## src/rtl/fibdec_pkg.sv

```systemverilog
package fibdec_pkg;

  // Fibonacci number f(k) with f(0)=0, f(1)=1; used only at elaboration.
  function automatic logic [63:0] fib_val(input int k);
    logic [63:0] a, b, t;
    a = 64'd0;
    b = 64'd1;
    for (int i = 0; i < k; i++) begin
      t = a + b;
      a = b;
      b = t;
    end
    return a;
  endfunction

endpackage

```

## src/rtl/fib_parity_check.sv

```systemverilog
module fib_parity_check #(
  parameter int CODE_W = 48
) (
  input  logic [CODE_W-1:0] code_i,
  output logic              bad_o
);
  logic recomputed;

  always_comb begin
    recomputed = ^code_i[CODE_W-2:0];
    bad_o      = recomputed ^ code_i[CODE_W-1];
  end
endmodule

```

## src/rtl/fib_weight_sum.sv

```systemverilog
module fib_weight_sum #(
  parameter int FIB_BITS = 46,
  parameter int DATA_W   = 32
) (
  input  logic [FIB_BITS-1:0] code_i,
  output logic [DATA_W-1:0]   sum_o
);
  localparam int LEVELS = $clog2(FIB_BITS);
  localparam int LEAVES = 1 << LEVELS;

  for (genvar l = 0; l <= LEVELS; l++) begin : g_lvl
    localparam int N = LEAVES >> l;
    logic [DATA_W-1:0] s [N];
    if (l == 0) begin : g_leaf
      for (genvar j = 0; j < N; j++) begin : g_term
        if (j < FIB_BITS) begin : g_used
          localparam logic [DATA_W-1:0] WEIGHT = DATA_W'(fibdec_pkg::fib_val(j + 1));
          assign s[j] = code_i[j] ? WEIGHT : '0;
        end else begin : g_pad
          assign s[j] = '0;
        end
      end
    end else begin : g_add
      for (genvar j = 0; j < N; j++) begin : g_node
        assign s[j] = g_lvl[l-1].s[2*j] + g_lvl[l-1].s[2*j+1];
      end
    end
  end

  assign sum_o = g_lvl[LEVELS].s[0];
endmodule

```

## src/rtl/fib_out_stage.sv

```systemverilog
module fib_out_stage #(
  parameter int DATA_W = 32,
  parameter int CODE_W = 48
) (
  input  logic              clk,
  input  logic              rst_n,
  input  logic              in_valid,
  output logic              in_ready,
  input  logic [DATA_W-1:0] data_i,
  input  logic [CODE_W-1:0] code_i,
  input  logic              bad_i,
  output logic              out_valid,
  input  logic              out_ready,
  output logic [DATA_W-1:0] out_data,
  output logic [CODE_W-1:0] out_code,
  output logic              out_err
);
  logic load;

  assign in_ready = !out_valid || out_ready;
  assign load     = in_ready;

  always_ff @(posedge clk or negedge rst_n) begin
    if (!rst_n) begin
      out_valid <= 1'b0;
      out_err   <= 1'b0;
      out_data  <= '0;
      out_code  <= '0;
    end else if (load) begin
      out_valid <= in_valid;
      out_err   <= in_valid & bad_i;
      if (in_valid) begin
        out_data <= data_i;
        out_code <= code_i;
      end
    end
  end

  // accepted word is presented after one edge
  assert_latency_R5: assert property (@(posedge clk) disable iff (!rst_n)
    (in_valid && in_ready) |=> out_valid);

  // codeword forwarded unchanged
  assert_passthrough_R4: assert property (@(posedge clk) disable iff (!rst_n)
    (in_valid && in_ready) |=> (out_code == $past(code_i)));

  // stalled outputs hold
  assert_hold_R6: assert property (@(posedge clk) disable iff (!rst_n)
    (out_valid && !out_ready) |=> (out_valid && $stable(out_code) &&
                                   $stable(out_data) && $stable(out_err)));

  // error flag only with a valid result
  assert_err_valid_R9: assert property (@(posedge clk) disable iff (!rst_n)
    out_err |-> out_valid);

  // idle slot empties the register
  assert_idle_R10: assert property (@(posedge clk) disable iff (!rst_n)
    (!in_valid && in_ready) |=> !out_valid);
endmodule

```

## src/rtl/fib_link_decoder.sv

```systemverilog
module fib_link_decoder #(
  parameter int FIB_BITS = 46,
  parameter int DATA_W   = 32,
  localparam int CODE_W  = FIB_BITS + 2
) (
  input  logic              clk,
  input  logic              rst_n,
  input  logic              in_valid,
  output logic              in_ready,
  input  logic [CODE_W-1:0] in_code,
  output logic              out_valid,
  input  logic              out_ready,
  output logic [DATA_W-1:0] out_data,
  output logic [CODE_W-1:0] out_code,
  output logic              out_err
);
  logic              parity_bad;
  logic [DATA_W-1:0] weighted;

  fib_parity_check #(.CODE_W(CODE_W)) i_parity (
    .code_i (in_code),
    .bad_o  (parity_bad)
  );

  fib_weight_sum #(.FIB_BITS(FIB_BITS), .DATA_W(DATA_W)) i_sum (
    .code_i (in_code[FIB_BITS-1:0]),
    .sum_o  (weighted)
  );

  fib_out_stage #(.DATA_W(DATA_W), .CODE_W(CODE_W)) i_out (
    .clk       (clk),
    .rst_n     (rst_n),
    .in_valid  (in_valid),
    .in_ready  (in_ready),
    .data_i    (weighted),
    .code_i    (in_code),
    .bad_i     (parity_bad),
    .out_valid (out_valid),
    .out_ready (out_ready),
    .out_data  (out_data),
    .out_code  (out_code),
    .out_err   (out_err)
  );

  // registered flag matches parity of the accepted word
  assert_parity_R2: assert property (@(posedge clk) disable iff (!rst_n)
    (in_valid && in_ready) |=> (out_err == ((^$past(in_code[CODE_W-2:0])) != $past(in_code[CODE_W-1]))));
endmodule

```

## config.mk

```make
export PLATFORM = sky130hd
export DESIGN_NAME = fib_link_decoder
export DESIGN_NICKNAME = d
export VERILOG_FILES = /design/src/rtl/fibdec_pkg.sv /design/src/rtl/fib_parity_check.sv /design/src/rtl/fib_weight_sum.sv /design/src/rtl/fib_out_stage.sv /design/src/rtl/fib_link_decoder.sv
export SDC_FILE = /design/constraint.sdc
export NUM_CORES = 1
export LEC_CHECK = 0
export CELL_PAD_IN_SITES_DETAIL_PLACEMENT = 0
export CELL_PAD_IN_SITES_GLOBAL_PLACEMENT = 2
export CORE_ASPECT_RATIO = 1.1
export CORE_UTILIZATION = 48
export CTS_BUF_LIST = sky130_fd_sc_hd__clkbuf_4
export DETAILED_ROUTE_END_ITERATION = 8
export DONT_BUFFER_PORTS = 1
export PLACE_DENSITY_LB_ADDON = 0.1
export SYNTH_ARGS = -nofsm -noshare
export SYNTH_HDL_FRONTEND = slang
export SYNTH_HIERARCHICAL = 1
export SYNTH_SLANG_ARGS = --single-unit
export TNS_END_PERCENT = 100
```

## constraint.sdc

```tcl
create_clock -name clk -period 2.75 [get_ports clk]
set_input_delay 0.55 -clock clk [delete_from_list [all_inputs] [get_ports clk]]
set_output_delay 0.55 -clock clk [all_outputs]
set_load 0.05 [all_outputs]
```

==> summary.txt, run 1 <==
GRT
  – Gr ovfl total: 0
  – GRT Util Overall: 0.259
  – Initial antenna violation count: 2
  – First-pass GRT wire length: 68.0 mm
  – Vias in the first global route: 13329
  – Largest net degree at the start of global routing: 83

Yosys
  – Synth cell types: 72
  – Top cells by area, synth: fa_1 28%, ha_1 21%, dfrtp_1 13%
  – #FFs+latches synth: 82
  – Mapped Area: 16000 um^2
  – Post-synth top cells: 302 x inv_1, 265 x ha_1, 225 x fa_1
  – Top-count cell post-synth: inv_1
  – Seq/Total Area, Yosys: 0.128
  – Post-synth top area share: 0.281
  – Post-Syn Instances: 1562
  – Mapped Avg Cell Area: 10.3 um^2
  – Syn Nets: 2104
  – Asr flop ratio synth: 1.00
  – Most used flip-flop cell after synthesis: dfrtp_1
  – Top cell type by total area after synthesis: fa_1
  – Synth warn: 6
  – Post-synth EDFFs: 0

Drt
  – Via count: 12192
  – Routed WL: 42.4 mm
  – Post-DRT Antenna Nets: 0
  – DRT Pass-1 Iters: 4
  – Routed WL per cell: 18.2 um
  – Vias per cell: 5.23
  – DR iter-0 viols: 376
  – DRC viols: 0

STA
  – Slew @ Worst Pin: 0.581 ns
  – RSZ-0062 raised after global routing: yes
  – Hold Vio Cnt, Final: 0
  – Endpoints failing setup: 31
  – Final worst slack: -4.48 ns
  – Final Cycle Share: 2.63
  – Slew Viols, Final: 0
  – Post-Route Setup TNS: -120.59 ns
  – Tmin final: 7.23 ns
  – Slew margin rel.: 0.610
  – Final Skew: 0.0319 ns
  – FMAX: 138 MHz

Job
  – Max_cap viols: 0

Clocking
  – CTS tree: done
  – Cts bufs inserted: 9
  – Clock Latency Late Sink: 0.56 ns
  – CTS clock-pin slew for the worst setup and hold paths: 0.18 ns
  – # H-tree levels: 3
  – Root Driver: clkbuf_4
  – CTS sink cnt: 82
  – Longest Clk Path Bufs: 2

Cells and area
  – Final net count: 2437
  – Layout cell share with drive strength beyond 1: 0.338
  – Utilization after layout: 0.630
  – Layout area overhead: 27.9%
  – Fill cells: 2792
  – Cell area after layout: 20500 um^2

Place
  – Total placed instance area: 19300 um^2
  – Buffers on Ports: 0
  – Pre-CTS WS: -5.30 ns
  – Post-detail-place hpwl: 36.6 mm
  – GPL Wtd Cong: 0.907

Min path
  – WHS Endpoint: i_out/out_code[29]$_DFFE_PN0P_
  – Type of the most critical hold path: input port to register
  – Hold path start: in_code[29]
  – Hold path cells: 1

Critical path
  – Crit-path slowest cell: fa_1
  – CP max stage delay: 0.52 ns
  – Critical path capture point type: register
  – RR Startpoint: i_out/out_valid$_DFFE_PN0P_
  – Cell mode on critical path: fa_1
  – Crit path max-delay family: adder cells
  – Critical setup path kind: input port to register
  – CP required: 3.20 ns
  – WP buf/inv: 11
  – Flop-to-flop setup slack: 0.70 ns
  – Worst Path Max Fanout: 6
  – Critical path data arrival time: 7.68 ns
  – Critical Path Start Type: input port
  – Reg2reg end: i_out/out_data[26]$_DFFE_PN0P_
  – R2r worst-path depth: 4

Floorplan
  – Die area: 34100 um^2
  – Row count: 69
  – Die Span X: 176 um
  – Core Region: 32500 um^2
  – Initial Utilization: 0.492
  – # IOs: 135
  – Chip height: 194 um

Status
  – Outcome: finished, violations left
  – Failing checks: negative setup slack
## cell type report
class	count	area (um^2)	area share
multi-input combinational	1149	13900	0.677
clock inverter	6	66.3	0.00323
inverter	302	1140	0.0555
tap	426	533	0.0260
antenna	4	10.0	0.000488
timing repair buffer	351	2740	0.134
clock buffer	10	75.1	0.00366
sequential	82	2050	0.100
## state kept, by name, summed over array words and instances, names as in the netlist
signal / cells
i_out/out_data: 32
i_out/out_code: 48
i_out/out_err: 1
i_out/out_valid: 1
## worst register-to-register path, cell delays in order (launching register included)
cell      delay (ns)
dfrtp_1         0.70
nand2b_4        0.25
nand2_4         0.33
buf_12          0.29
mux2_2          0.40
## timing repair
item | 4_1_cts | 5_1_grt
buffers inserted | 10 | 6
hold buffers | 2 | 0
endpoints found under the setup margin | 31 | 31
endpoints found under the hold margin | 82 | 0
resized for setup | 77 | 89
pin swaps | 58 | 65
## logic make-up (layout without fill, tap and decap cells)
group	Yosys count	after routing	synth area share
mux	81	81	0.0592
flops	82	82	0.128
buf+inv	331	669	0.0818
simple gates	161	161	0.0511
compound gates	273	273	0.112
xor+xnor	144	144	0.0795
other cells	0	4	0
fa+ha+maj	490	490	0.488
## layout by cell type, fill, tap and decap left out, drive strengths merged, types with 3 or more instances in the layout
master	instances
fa	225
diode	4
nor2b	12
nor2	34
xor2	39
o21ai	45
a211oi	11
a21o	47
nand3	17
and3	8
clkinvlp	4
a21oi	81
buf	350
nor3	14
a211o	4
mux2	80
a31o	3
and2	6
o41ai	3
nand4	6
ha	265
a221oi	3
dfrtp	82
o2111ai	4
inv	302
nand2b	10
a31oi	11
nand2	41
and4	4
a21boi	4
o211ai	8
o21a	9
o31ai	5
o21bai	11
xnor2	104
clkbuf	10
a2111oi	3
## per-layer routing
| layer | global-route usage | share of wire | vias to the layer above | wire (um) |
|---|---|---|---|---|
| li1 | - | - | 5842 | - |
| met1 | 0.308 | 0.40 | 6128 | 17000 |
| met2 | 0.473 | 0.54 | 180 | 22900 |
| met3 | 0.0431 | 0.037 | 42 | 1570 |
| met4 | 0.0747 | 0.024 | 0 | 1020 |
| met5 | 0 | 0 | - | 0 |
## per-stage QoR
| stage | std cells | hold slack (ns) |
|---|---|---|
| after detailed placement | 2294 | 0.257 |
| after global placement | 2294 | 0.257 |
| after global routing | 2330 | 0.0546 |
| after floorplan | 1562 | 0.254 |
| final | 2330 | 0.118 |
| after CTS | 2321 | 0.0609 |
## how the worst max path moves through the flow
stage	depth (start not counted)	slack, ns	endpoint	from
3_5_place_dp	34	-5.30	i_out/out_data[31]$_DFFE_PN0P_	in_code[32]
6_report	33	-4.48	i_out/out_data[27]$_DFFE_PN0P_	in_code[25]
2_1_floorplan	29	-4.87	i_out/out_data[29]$_DFFE_PN0P_	in_code[35]
5_1_grt	34	-4.69	i_out/out_data[27]$_DFFE_PN0P_	in_code[32]
4_1_cts	34	-4.49	i_out/out_data[31]$_DFFE_PN0P_	in_code[32]
3_3_place_gp	28	-5.22	i_out/out_data[31]$_DFFE_PN0P_	in_code[32]
Power of run 1 is left out: the tool's default activity adds up to more than one toggle a clock period on the data nets, which glitch-free logic cannot reach.
==> run 2, diff against run 1 <==
==> constraint.sdc (replaced) <==
create_clock -name clk -period 9.4 [get_ports clk]
set_input_delay 1.88 -clock clk [delete_from_list [all_inputs] [get_ports clk]]
set_output_delay 1.88 -clock clk [all_outputs]
set_load 0.05 [all_outputs]
==> summary.txt, run 2 (same netlist as run 1, synthesis figures left out) <==
GRT
  – Gr ovfl total: 0
  – Vias in the first global route: 12320
  – GRT Util Overall: 0.246
  – First-pass GRT wire length: 64.3 mm
  – Largest net degree at the start of global routing: 83
  – Initial antenna violation count: 2

Drt
  – Post-DRT Antenna Nets: 0
  – Routed WL per cell: 18.9 um
  – Via count: 11298
  – Vias per cell: 5.37
  – WL met3: 1.51 mm
  – DRT Pass-1 Iters: 8
  – DRC viols: 0
  – Top Metal Used: met4
  – Routed WL: 39.8 mm
  – DR iter-0 viols: 327
  – M1 WL: 16.3 mm
  – Met2 WL: 20.8 mm

Cells and area
  – Max reg flops: 48
  – Commonest non-fill, non-tap cell in the layout: inv_1
  – Layout cell share with drive strength beyond 1: 0.147
  – Fill cells: 3066
  – Final net count: 2214
  – Most flops, register: i_out/out_code
  – Layout area overhead: 9.34%
  – Largest regs: i_out/out_code x48, i_out/out_data x32
  – Commonest non-fill, non-tap cells in the layout: 301 x inv_1, 264 x ha_1, 224 x fa_1, 128 x buf_4, 103 x xnor2_1

Status
  – Outcome: finished clean

Min path
  – Type of the most critical hold path: register to register
  – Hold path cells: 2

Place
  – Post-detail-place hpwl: 34.5 mm
  – Pre-CTS WS: -0.457 ns
  – Buffers on Ports: 0
  – GPL Wtd Cong: 0.907

Clocking
  – Clock Latency Late Sink: 0.59 ns
  – Cts bufs inserted: 9
  – # H-tree levels: 3
  – CTS clock-pin slew for the worst setup and hold paths: 0.17 ns
  – Root Driver: clkbuf_4
  – Longest Clk Path Bufs: 2
  – CTS tree: done
  – CTS sink cnt: 82
  – Cts hold-fix bufs: 0

Critical path
  – CP max stage delay: 0.58 ns
  – Critical path capture point type: register
  – Critical path data arrival time: 9.46 ns
  – Critical Path Start Type: input port
  – R2r worst-path depth: 4
  – Crit-path slowest cell: fa_2
  – Worst Path Max Fanout: 9
  – Critical setup path kind: input port to register
  – CP required: 9.87 ns

Floorplan
  – Chip height: 194 um
  – Initial Utilization: 0.492
  – Row count: 69
  – Die area: 34100 um^2
  – Core Region: 32500 um^2
  – # IOs: 135
  – Die Span X: 176 um

STA
  – RSZ-0062 raised after global routing: no
  – Slew Viols, Final: 0
  – Slew margin rel.: 0.530
  – Final Skew: 0.0447 ns
  – Tmin final: 8.99 ns
  – Final Cycle Share: 0.957
  – Slew @ Worst Pin: 0.704 ns
  – Hold_ws: 0.817 ns
  – FMAX: 111 MHz
  – Final worst slack: 0.407 ns
  – Hold Vio Cnt, Final: 0
  – Endpoints failing setup: 0

Job
  – Max_cap viols: 0
run 2: cell count changes in the layout (fill, tap and decap cells not counted), sizes merged:
cell and change:
clkinv +1, diode -2, clkinvlp -3, bufinv -1, clkbuf -1, inv +4, dlygate4sd3 -1, buf -222
run 2: metrics by stage:
stage | util | instance area (um^2) | std cells | setup TNS (ns)
2_1_floorplan | - | 16000 | 1562 | 0
3_3_place_gp | 0.533 | 17300 | 2085 | -1.76
3_5_place_dp | 0.533 | 17300 | 2085 | -4.18
4_1_cts | 0.537 | 17500 | 2101 | 0
6_report | 0.539 | 17500 | 2105 | 0
5_1_grt | 0.539 | 17500 | 2105 | 0
run 2: layout make-up:
cell class / count / area (um^2) / share of cell area
timing repair buffer: 128 / 961 / 0.0548
sequential: 82 / 2050 / 0.117
inverter: 302 / 1140 / 0.0649
clock buffer: 9 / 67.6 / 0.00385
clock inverter: 7 / 60.1 / 0.00343
multi-input combinational: 1149 / 12700 / 0.725
tap: 426 / 533 / 0.0304
antenna: 2 / 5.00 / 0.000286
run 2: path summary, 6_finish.rpt:
| check | startpoint | endpoint | slack, ns |
|---|---|---|---|
| worst max-delay path | in_code[32] | i_out/out_data[28]$_DFFE_PN0P_ | 0.41 |
| worst min-delay path | i_out/out_err$_DFFE_PN0P_ | i_out/out_err$_DFFE_PN0P_ | 0.82 |
| worst max register to register | i_out/out_valid$_DFFE_PN0P_ | i_out/out_data[17]$_DFFE_PN0P_ | 6.80 |
| worst min register to register | i_out/out_err$_DFFE_PN0P_ | i_out/out_err$_DFFE_PN0P_ | 0.82 |
| max in group asynchronous | rst_n | i_out/out_code[13]$_DFFE_PN0P_ | 8.27 |
| min in group asynchronous | rst_n | i_out/out_code[4]$_DFFE_PN0P_ | 0.95 |
run 2: critical path, delay by kind of cell:
kind	cells	cell delay, ns
buffers and inverters	7	0.42
muxes	1	0.27
and+or+nand+nor	3	0.50
AOI/OAI and AO/OA	9	1.58
adders and majority gates	10	4.45
xor gates and xnor gates	3	0.34
run 2: timing repair:
| action | 4_1_cts | 5_1_grt |
|---|---|---|
| gates resized for setup | 0 | 10 |
| setup buffers | 0 | 2 |
| setup endpoints to repair | 0 | 8 |
run 2: metal layers:
metal	track usage	vias up
met3	0.0447	43
met5	0	-
li1	-	5394
met2	0.434	172
met1	0.299	5689
met4	0.0802	0
Power of run 2 is left out for the same reason.
==> run 3, diff against run 2 <==
--- a/config.mk
+++ b/config.mk
@@ -8,11 +8,12 @@
 export CELL_PAD_IN_SITES_DETAIL_PLACEMENT = 0
 export CELL_PAD_IN_SITES_GLOBAL_PLACEMENT = 2
 export CORE_ASPECT_RATIO = 1.1
-export CORE_UTILIZATION = 48
+export CORE_UTILIZATION = 45
 export CTS_BUF_LIST = sky130_fd_sc_hd__clkbuf_4
 export DETAILED_ROUTE_END_ITERATION = 8
 export DONT_BUFFER_PORTS = 1
 export PLACE_DENSITY_LB_ADDON = 0.1
+export RECOVER_POWER = 50
 export SYNTH_ARGS = -nofsm -noshare
 export SYNTH_HDL_FRONTEND = slang
 export SYNTH_HIERARCHICAL = 1
==> summary.txt, run 3 (same netlist as run 1, synthesis figures left out) <==
Floorplan
  – # IOs: 135
  – Core Region: 35100 um^2
  – Die Span X: 182 um
  – Row count: 72
  – Die area: 36400 um^2
  – Chip height: 200 um
  – Initial Utilization: 0.456

STA
  – Tmin final: 9.02 ns
  – FMAX: 111 MHz
  – RSZ-0062 raised after global routing: no
  – Final Skew: 0.0222 ns
  – Slew @ Worst Pin: 1.47 ns
  – Hold Vio Cnt, Final: 0
  – Slew margin rel.: 0.0188
  – Final Cycle Share: 0.959
  – Slew Viols, Final: 0
  – Endpoints failing setup: 0

Critical path
  – Crit path to: i_out/out_data[28]$_DFFE_PN0P_
  – Critical path capture point type: register
  – Reg2reg end: i_out/out_data[20]$_DFFE_PN0P_
  – Worst Path Max Fanout: 9
  – Critical Path Start Type: input port
  – CP max stage delay: 0.55 ns
  – CP required: 9.90 ns
  – RR Startpoint: i_out/out_valid$_DFFE_PN0P_
  – Crit-path slowest cell: fa_1
  – Crit. Startpoint: in_code[32]
  – R2r worst-path depth: 4
  – Critical path data arrival time: 9.52 ns
  – Critical setup path kind: input port to register
  – Flop-to-flop setup slack: 5.74 ns

Place
  – Buffers on Ports: 0
  – Post-detail-place hpwl: 34.3 mm
  – Total placed instance area: 17500 um^2
  – GPL Wtd Cong: 0.867

GRT
  – Vias in the first global route: 11991
  – First-pass GRT wire length: 62.7 mm
  – Gr ovfl total: 0
  – GRT Util Overall: 0.228
  – Largest net degree at the start of global routing: 83
  – Initial antenna violation count: 2

Min path
  – Type of the most critical hold path: register to register
  – Hold path start: i_out/out_err$_DFFE_PN0P_

Clocking
  – Cts hold-fix bufs: 0
  – CTS clock-pin slew for the worst setup and hold paths: 0.15 ns
  – Longest Clk Path Bufs: 2
  – Cts bufs inserted: 9
  – CTS sink cnt: 82
  – CTS tree: done
  – Clock Latency Late Sink: 0.60 ns
  – # H-tree levels: 3
  – Root Driver: clkbuf_4

Status
  – Outcome: finished clean

Drt
  – Via count: 11269
  – DR iter-0 viols: 290
  – DRC viols: 0
  – Vias per cell: 5.28
  – Routed WL per cell: 18.5 um
  – Routed WL: 39.4 mm
  – Post-DRT Antenna Nets: 0
  – DRT Pass-1 Iters: 5

Cells and area
  – Commonest non-fill, non-tap cells in the layout: 302 x inv_1, 265 x ha_1, 225 x fa_1, 141 x buf_4, 103 x xnor2_1
  – Most flops, register: i_out/out_code
  – Max reg flops: 48
  – Commonest non-fill, non-tap cell in the layout: inv_1
  – Final net count: 2227
  – Largest regs: i_out/out_code x48, i_out/out_data x32
  – Cell area after layout: 17600 um^2
  – Layout cell share with drive strength beyond 1: 0.146
  – Layout area overhead: 9.81%

Job
  – Max_cap viols: 0
run 3: final cells by class:
class                      instances  area [um^2]
clock buffer                      10         75.1
multi-input combinational       1149        12700
fill                            3393        17500
timing repair buffer             141         1060
antenna                            2         5.00
tap                              444          556
clock inverter                     6         57.6
inverter                         302         1130
sequential                        82         2050
run 3: worst min path at each step:
stage | depth (start not counted) | endpoint
floorplan | 2 | i_out/out_err$_DFFE_PN0P_
global placement | 2 | i_out/out_err$_DFFE_PN0P_
detailed placement | 2 | i_out/out_err$_DFFE_PN0P_
CTS | 2 | i_out/out_err$_DFFE_PN0P_
global route | 2 | i_out/out_err$_DFFE_PN0P_
finish | 2 | i_out/out_err$_DFFE_PN0P_
run 3: repair_timing:
| item | in CTS | in global routing |
|---|---|---|
| buffers inserted | 0 | 1 |
| gates resized for setup | 0 | 5 |
| endpoints found under the setup margin | 0 | 6 |
run 3: metal layers:
| metal | vias to the layer above | global-route usage | wire, um |
|---|---|---|---|
| met2 | 184 | 0.405 | 20300 |
| met4 | 0 | 0.0934 | 1340 |
| li1 | 5414 | - | - |
| met3 | 47 | 0.0368 | 1220 |
| met1 | 5624 | 0.276 | 16600 |
| met5 | - | 0 | 0 |
run 3: worst max-delay path: cells and delay by family:
kind	cells	cell delay [ns]
fa+ha+maj	10	4.55
compound gates	9	1.54
xor+xnor	3	0.45
simple gates	3	0.45
buf+inv	7	0.37
mux	1	0.27
run 3: metrics by stage:
step / hold slack (ns) / TNS (ns) / setup slack (ns) / utilization / std cells
final: 0.800 / 0 / 0.382 / 0.501 / 2136
after global routing: 0.840 / 0 / 0.00663 / 0.501 / 2136
after CTS: 0.806 / 0 / 0.248 / 0.501 / 2133
after detailed placement: 0.783 / -4.30 / -0.447 / 0.497 / 2117
after global placement: 0.791 / -2.41 / -0.294 / 0.497 / 2117
after floorplan: 0.763 / 0 / 0.0174 / - / 1562
Power of run 3 is left out for the same reason.
